<file path="config.mk">
export PLATFORM = sky130hd
export DESIGN_NAME = cpwm_stage
export DESIGN_NICKNAME = d
export VERILOG_FILES = /design/src/rtl/cpwm_pkg.sv /design/src/rtl/cpwm_compare.sv /design/src/rtl/cpwm_deadtime.sv /design/src/rtl/cpwm_outctl.sv /design/src/rtl/cpwm_stage.sv
export SDC_FILE = /design/constraint.sdc
export NUM_CORES = 1
export LEC_CHECK = 0
export ABC_AREA = 1
export CAP_MARGIN = 0
export CELL_PAD_IN_SITES_DETAIL_PLACEMENT = 1
export CELL_PAD_IN_SITES_GLOBAL_PLACEMENT = 2
export CORE_MARGIN = 3
export CORE_UTILIZATION = 28
export DETAILED_ROUTE_END_ITERATION = 6
export PLACE_DENSITY_LB_ADDON = 0.1
export REMOVE_ABC_BUFFERS = 1
export SYNTH_ARGS = -nofsm -noshare
export SYNTH_HDL_FRONTEND = slang
export SYNTH_SLANG_ARGS = --single-unit
</file>
<file path="constraint.sdc">
create_clock -name clk -period 3.3 [get_ports clk]
set_input_delay 0.66 -clock clk [delete_from_list [all_inputs] [get_ports clk]]
set_output_delay 0.66 -clock clk [all_outputs]
set_load 0.05 [all_outputs]
</file>
<file path="src/rtl/cpwm_pkg.sv">
// Shared types for the complementary PWM output stage.
// Assumes: two output legs, index 0 = main, index 1 = complementary.
package cpwm_pkg;

    localparam int NUM_LEGS = 2;
    localparam int LEG_MAIN = 0;
    localparam int LEG_COMP = 1;

    // Per-leg pin configuration.
    typedef struct packed {
        logic pol;   // 1 = inverted output
        logic en;    // 1 = leg drives its waveform
        logic idle;  // level while stopped or in break
    } leg_cfg_t;

endpackage

</file>
<file path="src/rtl/cpwm_compare.sv">
// Active compare register with an optional overflow-loaded buffer, the
// counter comparator, and the raw PWM reference.
// Assumes: ovf_i is a single-cycle pulse; the counter is driven externally.
module cpwm_compare #(
    parameter int CNT_W  = 8,
    parameter int MODE_W = 3
) (
    input  logic              clk,
    input  logic              rst_n,
    input  logic [CNT_W-1:0]  cnt_i,
    input  logic              ovf_i,
    input  logic [MODE_W-1:0] mode_i,
    input  logic              wr_i,
    input  logic [CNT_W-1:0]  wdata_i,
    input  logic              preload_en_i,
    output logic              eq_o,
    output logic              gt_o,
    output logic              ref_o
);

    logic [CNT_W-1:0] pend_q;
    logic [CNT_W-1:0] act_q;

    // Buffer register: captures every write.
    always_ff @(posedge clk) begin
        if (!rst_n)     pend_q <= '0;
        else if (wr_i)  pend_q <= wdata_i;
    end

    // Active register: immediate write, or copy from buffer on overflow.
    always_ff @(posedge clk) begin
        if (!rst_n)                        act_q <= '0;
        else if (wr_i && !preload_en_i)    act_q <= wdata_i;
        else if (ovf_i && preload_en_i)    act_q <= pend_q;
    end

    // Comparator flags and PWM reference.
    always_comb begin
        eq_o  = (cnt_i == act_q);
        gt_o  = (cnt_i > act_q);
        ref_o = (mode_i != '0) && (cnt_i < act_q);
    end

    assert_direct_load_R1: assert property (@(posedge clk) disable iff (!rst_n)
        (wr_i && !preload_en_i) |=> (act_q == $past(wdata_i)));

    assert_preload_hold_R2: assert property (@(posedge clk) disable iff (!rst_n)
        (preload_en_i && !ovf_i) |=> $stable(act_q));

    assert_flags_exclusive_R3: assert property (@(posedge clk) disable iff (!rst_n)
        !(eq_o && gt_o));

    assert_ref_low_at_or_above_R4: assert property (@(posedge clk) disable iff (!rst_n)
        (eq_o || gt_o) |-> !ref_o);

endmodule

</file>
<file path="src/rtl/cpwm_deadtime.sv">
// Dead-time generator: registers the reference and delays the rising edge
// of each leg until the reference has been stable for dead_i more cycles.
// Assumes: dead_i may change at any time; the run counter saturates.
module cpwm_deadtime #(
    parameter int DT_W = 8
) (
    input  logic            clk,
    input  logic            rst_n,
    input  logic            ref_i,
    input  logic [DT_W-1:0] dead_i,
    output logic            main_o,
    output logic            comp_o
);

    localparam logic [DT_W-1:0] RUN_MAX = '1;

    logic            ref_q;
    logic [DT_W-1:0] run_q;
    logic            settled;

    // Reference sample register.
    always_ff @(posedge clk) begin
        if (!rst_n) ref_q <= 1'b0;
        else        ref_q <= ref_i;
    end

    // Cycles the sampled reference has held its level, saturating.
    always_ff @(posedge clk) begin
        if (!rst_n)                run_q <= '0;
        else if (ref_i != ref_q)   run_q <= '0;
        else if (run_q != RUN_MAX) run_q <= run_q + 1'b1;
    end

    // Leg levels: a leg turns on once its phase has outlasted the dead time.
    always_comb begin
        settled = (run_q >= dead_i);
        main_o  = ref_q && settled;
        comp_o  = !ref_q && settled;
    end

    assert_no_overlap_R5: assert property (@(posedge clk) disable iff (!rst_n)
        !(main_o && comp_o));

    assert_zero_dt_follow_R5: assert property (@(posedge clk) disable iff (!rst_n)
        (dead_i == '0) |-> (main_o == ref_q) && (comp_o == !ref_q));

endmodule

</file>
<file path="src/rtl/cpwm_outctl.sv">
// Output control: master output enable with break clearing, and per-leg
// polarity, enable and idle-level selection.
// Assumes: brk_i acts combinationally on the pins; the enable is set only
// by moe_set_i while brk_i is low.
module cpwm_outctl
    import cpwm_pkg::*;
(
    input  logic                    clk,
    input  logic                    rst_n,
    input  logic [NUM_LEGS-1:0]     leg_i,
    input  leg_cfg_t [NUM_LEGS-1:0] cfg_i,
    input  logic                    mode_on_i,
    input  logic                    brk_i,
    input  logic                    moe_set_i,
    output logic [NUM_LEGS-1:0]     pin_o
);

    logic moe_q;
    logic run_en;

    // Master output enable: break clears, set strobe sets.
    always_ff @(posedge clk) begin
        if (!rst_n)          moe_q <= 1'b0;
        else if (brk_i)      moe_q <= 1'b0;
        else if (moe_set_i)  moe_q <= 1'b1;
    end

    // Outputs run only with the enable set and no break present.
    always_comb run_en = moe_q && !brk_i;

    for (genvar g = 0; g < NUM_LEGS; g++) begin : g_leg
        // Pin mux: idle level, off level, or polarised leg.
        always_comb begin
            if (!run_en)                        pin_o[g] = cfg_i[g].idle;
            else if (!mode_on_i || !cfg_i[g].en) pin_o[g] = 1'b0;
            else                                 pin_o[g] = leg_i[g] ^ cfg_i[g].pol;
        end

        assert_brk_idle_R8: assert property (@(posedge clk) disable iff (!rst_n)
            brk_i |-> (pin_o[g] == cfg_i[g].idle));

        assert_disabled_off_R7: assert property (@(posedge clk) disable iff (!rst_n)
            (moe_q && !brk_i && !cfg_i[g].en) |-> (pin_o[g] == 1'b0));
    end

    assert_brk_clears_R8: assert property (@(posedge clk) disable iff (!rst_n)
        brk_i |=> !moe_q);

    assert_stay_stopped_R9: assert property (@(posedge clk) disable iff (!rst_n)
        (!moe_q && !moe_set_i) |=> !moe_q);

endmodule

</file>
<file path="src/rtl/cpwm_stage.sv">
// Complementary PWM output stage: compare with optional preload, dead-time
// split into main/complementary legs, polarity, enables and break forcing.
// Assumes: counter and overflow pulse come from an external timebase.
module cpwm_stage
    import cpwm_pkg::*;
#(
    parameter int CNT_W  = 8,
    parameter int DT_W   = 8,
    parameter int MODE_W = 3
) (
    input  logic              clk,
    input  logic              rst_n,
    input  logic [CNT_W-1:0]  cnt_i,
    input  logic              ovf_i,
    input  logic [MODE_W-1:0] mode_i,
    input  logic              cmp_wr_i,
    input  logic [CNT_W-1:0]  cmp_wdata_i,
    input  logic              preload_en_i,
    input  logic [DT_W-1:0]   dead_i,
    input  logic              pol_main_i,
    input  logic              pol_comp_i,
    input  logic              en_main_i,
    input  logic              en_comp_i,
    input  logic              idle_main_i,
    input  logic              idle_comp_i,
    input  logic              brk_i,
    input  logic              moe_set_i,
    output logic              out_main_o,
    output logic              out_comp_o,
    output logic              cmp_eq_o,
    output logic              cmp_gt_o
);

    logic                    ref_w;
    logic [NUM_LEGS-1:0]     leg_w;
    logic [NUM_LEGS-1:0]     pin_w;
    leg_cfg_t [NUM_LEGS-1:0] cfg_w;

    // Gather per-leg configuration and scatter pins.
    always_comb begin
        cfg_w[LEG_MAIN] = '{pol: pol_main_i, en: en_main_i, idle: idle_main_i};
        cfg_w[LEG_COMP] = '{pol: pol_comp_i, en: en_comp_i, idle: idle_comp_i};
        out_main_o      = pin_w[LEG_MAIN];
        out_comp_o      = pin_w[LEG_COMP];
    end

    cpwm_compare #(.CNT_W(CNT_W), .MODE_W(MODE_W)) u_cmp (
        .clk          (clk),
        .rst_n        (rst_n),
        .cnt_i        (cnt_i),
        .ovf_i        (ovf_i),
        .mode_i       (mode_i),
        .wr_i         (cmp_wr_i),
        .wdata_i      (cmp_wdata_i),
        .preload_en_i (preload_en_i),
        .eq_o         (cmp_eq_o),
        .gt_o         (cmp_gt_o),
        .ref_o        (ref_w)
    );

    cpwm_deadtime #(.DT_W(DT_W)) u_dt (
        .clk    (clk),
        .rst_n  (rst_n),
        .ref_i  (ref_w),
        .dead_i (dead_i),
        .main_o (leg_w[LEG_MAIN]),
        .comp_o (leg_w[LEG_COMP])
    );

    cpwm_outctl u_out (
        .clk       (clk),
        .rst_n     (rst_n),
        .leg_i     (leg_w),
        .cfg_i     (cfg_w),
        .mode_on_i (mode_i != '0),
        .brk_i     (brk_i),
        .moe_set_i (moe_set_i),
        .pin_o     (pin_w)
    );

endmodule

</file>
==> impl_summary.txt, run 1 <==
----------------------------------------------------
[Status]
  Status ... finished, final reports clean

[Global route]
  GR Layer Usage met3 ... 0.0175
  Number of global-route vias before repair ... 1474
  Global-route wire length before repair ... 6200 µm
  Congestion Overflow GR ... 0
  Antenna violations before repair ... 0
  Most crowded layer after global routing ... met2
  Largest net degree at the start of global routing ... 19
  GRT met1 Usage ... 0.134
  Met2 Use GR ... 0.219
  GRT Total Usage ... 0.118

[Synth]
  Most used standard cell by instance count after synthesis ... sky130_fd_sc_hd__nor2_1
  Seq/Total Area, Yosys ... 0.322
  Synthesis warning total ... 0
  Top cell type's share of synthesized area ... 0.322
  Largest area contributor in the synthesized netlist ... sky130_fd_sc_hd__dfxtp_1
  Flops & latches, synth ... 26
  EDFF count, synth ... 0
  Number of standard cells after synthesis ... 229
  Cells taking the most area after synthesis ... sky130_fd_sc_hd__dfxtp_1, sky130_fd_sc_hd__ha_1, sky130_fd_sc_hd__nor2_1
  Most used standard cells in the synthesized netlist ... sky130_fd_sc_hd__nor2_1, sky130_fd_sc_hd__nand2_1, sky130_fd_sc_hd__inv_1
  Cell variety after synth ... 28
  Avg Inst Size Synth ... 7.06 µm²
  Netlist Area Pre-Place ... 0.00162 mm²
  Share of synthesized flip-flops with an asynchronous set or reset ... 0
  Post-synth top flop ... sky130_fd_sc_hd__dfxtp_1

[Setup path]
  Critical Path Start ... dead_i[5]
  Reg-to-reg critical path endpoint ... u_dt.run_q[2]
  End of the critical path ... out_comp_o
  Worst Reg-to-Reg Cells ... 9
  Kind of start point of the critical path ... primary input
  Setup crit end kind ... output port
  Setup slack, reg-to-reg ... 1.64 ns
  Data required, critical path ... 2.64 ns
  Maximum fanout along the worst path ... 4
  Startpoint of the worst-slack reg-to-reg timing path ... u_cmp.act_q[5]
  Critical path class ... primary input to output port
  Data arrival, critical path ... 2.40 ns

[Drt]
  Total via count in the routed design ... 1489
  Avg Vias per Cell ... 4.30
  Residual DRC ... 0
  Final wirelength ... 3680 µm
  Number of optimization iterations in the first detailed-route pass ... 2
  Remaining number of nets flagged by the antenna check after routing ... 0
  DRT iter0 DRCs ... 17
  Average wire per standard cell ... 10.6 µm

[Timing]
  Unrepaired setup endpoints after global routing ... false
  Final setup violation count ... 0
  Highest clock rate ... 327 MHz
  Number of failing hold endpoints at the final stage ... 0
  Period Utilization, post-route ... 0.927
  Pins over their slew limit ... 0
  Minimum clock period ... 3.06 ns
  Worst Tran Pin Value ... 0.593 ns
  Fin Clk Skew ... 0.00109 ns
  Headroom to the max-slew limit ... 0.604

[Clock tree]
  Number of buffers inserted during clock tree synthesis ... 3
  Post-CTS Resized ... 0
  Hold bufs inserted after CTS ... 0
  TritonCTS sink count ... 26
  Cell at the root of the clock tree ... sky130_fd_sc_hd__clkbuf_8
  H-tree levels ... 1
  Maximum buffer depth of the clock tree ... 2
  Insertion delay to the later sink of the worst-skew pair ... 0.27 ns
  Worst-path clk slew ... 0.09 ns
  TritonCTS clock tree ... done
  Post-CTS setup-driven buffer insertion count ... 0

[Placed design]
  Final HPWL from detailed placement ... 3100 µm
  Final weighted congestion of routability-driven global placement ... 0.698
  Area after detailed placement ... 0.00216 mm²
  Post-Place Cells ... 342
  Count of input and output buffers ... 43

[Final layout]
  Syn-to-layout area delta ... 36.9%
  Proportion of layout cells with a drive suffix above 1 ... 0.0876
  Total non-filler cell area in the finished layout ... 0.00221 mm²
  Antenna fix cells ... 0
  Number of nets in the layout ... 332
  Non-Filler Instances ... 346

[Floorplanning]
  Total core area ... 0.00554 mm²
  Die area ... 0.00672 mm²
  Initial Utilization ... 0.292
  Die boundary height ... 82.0 µm
  Top Ports ... 44
  Chip Width ... 82.0 µm
  Row cnt ... 27

[Flow run]
  Max-cap violations ... 0

[Pwr]
  Power Density ... 340 mW/mm²
  Max rail drop VDD ... 0.164 mV
  Reported leakage power ... 1.02 nW
  Post-route total power ... 0.000754 W

[Hold path]
  Class of the tightest hold or removal check ... flip-flop to flip-flop

----------------------------------------------------
[worst min-delay path by stage]
stage	to	depth (start not counted)	startpoint	slack, ns
after floorplan	u_cmp.pend_q[5]	2	u_cmp.pend_q[5]	0.43
after global placement	u_cmp.pend_q[5]	2	u_cmp.pend_q[5]	0.45
after detailed placement	u_cmp.pend_q[5]	2	u_cmp.pend_q[5]	0.46
after CTS	u_cmp.pend_q[5]	2	u_cmp.pend_q[5]	0.47
after global routing	u_cmp.pend_q[5]	2	u_cmp.pend_q[5]	0.50
final	u_cmp.pend_q[5]	2	u_cmp.pend_q[5]	0.47
[where the power goes]
part	leakage [nW]	internal (W)	switching [W]	total [W]
logic	0.776	0.0000994	0.0000966	0.000196
registers	0.214	0.000334	0.0000130	0.000347
clock network	0.0288	0.000107	0.000103	0.000210
total	1.02	0.000541	0.000213	0.000754
[per-stage QoR]
| step | hold WS, ns | setup WS (ns) | TNS (ns) | utilization |
|---|---|---|---|---|
| 2_1_floorplan | 0.433 | -0.105 | -0.105 | - |
| 4_1_cts | 0.472 | 0.193 | 0 | 0.400 |
| 6_report | 0.466 | 0.242 | 0 | 0.400 |
| 3_5_place_dp | 0.458 | 0.204 | 0 | 0.390 |
| 5_1_grt | 0.503 | 0.0342 | 0 | 0.400 |
| 3_3_place_gp | 0.452 | 0.248 | 0 | 0.390 |
[layout by cell type, fill, tap and decap left out, types with 2 or more instances in the layout]
cell / synthesis / final
sky130_fd_sc_hd__clkbuf_8: 0 / 4
sky130_fd_sc_hd__nand3_1: 10 / 10
sky130_fd_sc_hd__xnor2_1: 2 / 2
sky130_fd_sc_hd__ha_1: 17 / 17
sky130_fd_sc_hd__o21ai_0: 15 / 15
sky130_fd_sc_hd__clkdlybuf4s50_1: 0 / 39
sky130_fd_sc_hd__inv_2: 3 / 3
sky130_fd_sc_hd__nor3_1: 2 / 2
sky130_fd_sc_hd__a31oi_1: 6 / 6
sky130_fd_sc_hd__nand4_1: 3 / 3
sky130_fd_sc_hd__xor2_1: 3 / 3
sky130_fd_sc_hd__a21oi_1: 9 / 9
sky130_fd_sc_hd__buf_12: 0 / 4
sky130_fd_sc_hd__nor2_1: 39 / 39
sky130_fd_sc_hd__dfxtp_1: 26 / 26
sky130_fd_sc_hd__nand2_2: 6 / 6
sky130_fd_sc_hd__a21o_1: 2 / 2
sky130_fd_sc_hd__inv_1: 32 / 32
sky130_fd_sc_hd__o21ai_1: 4 / 4
sky130_fd_sc_hd__nand2_1: 38 / 38
[sequential cells by signal, indices dropped and copies added (netlist names)]
name,cells
u_dt.run_q,8
u_dt.ref_q,1
u_out.moe_q,1
u_cmp.pend_q,8
u_cmp.act_q,8
[final cells by class]
type,count,area (µm²)
multi-input combinational,164,922
tap,72,90.1
timing repair buffer,44,478
fill,691,3330
clock buffer,4,55.1
sequential,26,520
inverter,36,148
[metal layers]
| metal | part of all wire | up-vias |
|---|---|---|
| met5 | 0 | - |
| met4 | 0.015 | 0 |
| met3 | 0.034 | 5 |
| met2 | 0.50 | 21 |
| met1 | 0.45 | 638 |
| li1 | - | 825 |
[cells by family after synthesis]
kind of cell             Yosys count  synth area share
AND/OR/NAND/NOR                  104             0.283
buffers and inverters             39             0.108
AO/OA/AOI/OAI                     38             0.129
flip-flops                        26             0.322
adder cells (fa/ha/maj)           17             0.132
XOR/XNOR                           5            0.0271
[worst max-delay path: stages]
cell                              delay [ns]
sky130_fd_sc_hd__clkdlybuf4s50_1        0.46
sky130_fd_sc_hd__inv_1                  0.04
sky130_fd_sc_hd__ha_1                   0.31
sky130_fd_sc_hd__a21oi_1                0.15
sky130_fd_sc_hd__nor2_1                 0.05
sky130_fd_sc_hd__nor2_1                 0.12
sky130_fd_sc_hd__nand3_1                0.15
sky130_fd_sc_hd__nand2_1                0.10
sky130_fd_sc_hd__nand2_1                0.05
sky130_fd_sc_hd__nand3_1                0.06
sky130_fd_sc_hd__nand2_1                0.09
sky130_fd_sc_hd__buf_12                 0.16
No activity file was read; power rests on OpenSTA's default activity.
==> run 2, diff against run 1 <==
REMOVE_ABC_BUFFERS = unset   (was 1)
==> impl_summary.txt, run 2 (synthesis results as in run 1) <==
----------------------------------------------------
[Status]
  Status ... finished, final reports clean

[Final layout]
  Syn-to-layout area delta ... 36.4%
  Commonest non-fill, non-tap cells in the layout ... sky130_fd_sc_hd__nor2_1, sky130_fd_sc_hd__clkdlybuf4s50_1, sky130_fd_sc_hd__nand2_1, sky130_fd_sc_hd__inv_1, sky130_fd_sc_hd__dfxtp_1
  Total non-filler cell area in the finished layout ... 0.00220 mm²
  Registers with the most flip-flops ... u_cmp.act_q x8, u_cmp.pend_q x8, u_dt.run_q x8
  Number of nets in the layout ... 332
  Proportion of layout cells with a drive suffix above 1 ... 0.0879
  Non-Filler Instances ... 345
  Antenna fix cells ... 0

[Flow run]
  Max-cap violations ... 0

[Floorplanning]
  Top Ports ... 44
  Chip Width ... 82.0 µm
  Die area ... 0.00672 mm²
  Die boundary height ... 82.0 µm
  Initial Utilization ... 0.292
  Row cnt ... 27
  Total core area ... 0.00554 mm²

[Clock tree]
  H-tree levels ... 1
  Worst-path clk slew ... 0.09 ns
  TritonCTS clock tree ... done
  Insertion delay to the later sink of the worst-skew pair ... 0.27 ns
  Number of buffers inserted during clock tree synthesis ... 3
  Hold bufs inserted after CTS ... 0
  Maximum buffer depth of the clock tree ... 2
  Post-CTS Resized ... 0
  Post-CTS setup-driven buffer insertion count ... 0
  TritonCTS sink count ... 26
  Cell at the root of the clock tree ... sky130_fd_sc_hd__clkbuf_8

[Drt]
  Final wirelength ... 3740 µm
  Residual DRC ... 0
  Number of optimization iterations in the first detailed-route pass ... 4
  Remaining number of nets flagged by the antenna check after routing ... 0
  DRT iter0 DRCs ... 20
  Average wire per standard cell ... 10.8 µm
  Avg Vias per Cell ... 4.40
  Total via count in the routed design ... 1519

[Pwr]
  Logic pwr share ... 0.275
  Reported leakage power ... 1.01 nW
  Sequential cell fraction of total power ... 0.479
  Relative contribution of the clock network to total power ... 0.246
  Max rail drop VDD ... 0.153 mV
  Switching part of the total ... 0.288
  Power Density ... 329 mW/mm²
  Net switching component of the power ... 0.000209 W
  Design internal power ... 0.000517 W

[Timing]
  Final setup violation count ... 0
  Unrepaired setup endpoints after global routing ... false
  Number of failing hold endpoints at the final stage ... 0
  Headroom to the max-slew limit ... 0.782
  Period Utilization, post-route ... 0.918
  Minimum clock period ... 3.03 ns
  Worst Tran Pin Value ... 0.326 ns
  Summed negative setup slack over all endpoints ... 0 ns
  Fin Clk Skew ... 0.000987 ns
  Highest clock rate ... 330 MHz
  Pins over their slew limit ... 0

[Placed design]
  Count of input and output buffers ... 43
  Final HPWL from detailed placement ... 3160 µm
  Final weighted congestion of routability-driven global placement ... 0.659
  Post-Place Cells ... 342
  Area after detailed placement ... 0.00216 mm²

[Global route]
  Congestion Overflow GR ... 0
  Largest net degree at the start of global routing ... 19
  Number of global-route vias before repair ... 1513
  Global-route wire length before repair ... 6360 µm
  Antenna violations before repair ... 0
  GRT Total Usage ... 0.121

[Setup path]
  Kind of start point of the critical path ... primary input
  Critical path class ... primary input to output port
  Setup crit end kind ... output port
  Data arrival, critical path ... 2.37 ns
  Data required, critical path ... 2.64 ns
  Maximum fanout along the worst path ... 4

[Hold path]
  Class of the tightest hold or removal check ... flip-flop to flip-flop

[Synth]
  Synthesized net count ... 286

----------------------------------------------------
[run 2: cell count changes in the layout (fill, tap and decap cells not counted), sizes merged]
cell    delta
clkbuf     -1
[run 2: worst paths after layout]
check,cells past startpoint,endpoint,start,slack [ns]
setup / recovery,12,out_comp_o,dead_i[5],0.27
hold / removal,2,u_cmp.pend_q[5],u_cmp.pend_q[5],0.46
setup reg to reg,9,u_dt.run_q[4],u_cmp.act_q[5],1.59
hold reg to reg,2,u_cmp.pend_q[5],u_cmp.pend_q[5],0.46
[run 2: power by group through the flow]
stage	Sequential, W	Clock [W]	Combinational, W
6_report	0.000348	0.000179	0.000199
5_1_grt	0.000351	0.000203	0.000229
4_1_cts	0.000348	0.000190	0.000205
3_5_place_dp	0.000355	0	0.000204
3_3_place_gp	0.000355	0	0.000201
2_1_floorplan	0.000351	0	0.000112
[run 2: layer usage]
metal | GRT usage | vias to the layer above | routed length [µm]
met5 | 0 | - | 0
met3 | 0.0197 | 4 | 121
met2 | 0.225 | 23 | 1930
li1 | - | 825 | -
met1 | 0.138 | 667 | 1660
met4 | 0.0399 | 0 | 36
[run 2: through the flow]
stage	setup WS (ns)	util	hold WS (ns)	power [W]
final	0.271	0.398	0.463	0.000726
after floorplan	0.455	-	0.434	0.000464
after global placement	0.286	0.390	0.448	0.000556
after global routing	0.0758	0.398	0.495	0.000784
after CTS	0.230	0.398	0.471	0.000744
after detailed placement	0.233	0.390	0.456	0.000559
[run 2: critical path: stages]
cell and delay (ns):
sky130_fd_sc_hd__clkdlybuf4s50_1 0.45, sky130_fd_sc_hd__inv_1 0.04, sky130_fd_sc_hd__ha_1 0.30, sky130_fd_sc_hd__a21oi_1 0.16
sky130_fd_sc_hd__nor2_1 0.05, sky130_fd_sc_hd__nor2_1 0.09, sky130_fd_sc_hd__nand3_1 0.16, sky130_fd_sc_hd__nand2_1 0.10
sky130_fd_sc_hd__nand2_1 0.05, sky130_fd_sc_hd__nand3_1 0.06, sky130_fd_sc_hd__nand2_1 0.09, sky130_fd_sc_hd__buf_12 0.16
[run 2: layout make-up]
cell class                      count  area (µm²)
Clock buffer                        3        41.3
Multi-Input combinational cell    164         927
Inverter                           36         148
Timing Repair Buffer               44         478
Fill cell                         733        3340
Sequential cell                    26         520
Tap cell                           72        90.1
==> run 3, diff against run 2 <==
GPL_ROUTABILITY_DRIVEN = 0   (was unset)
==> results of run 3 <==
Same layout as run 2: the final DEF is identical, and so are final timing and power.
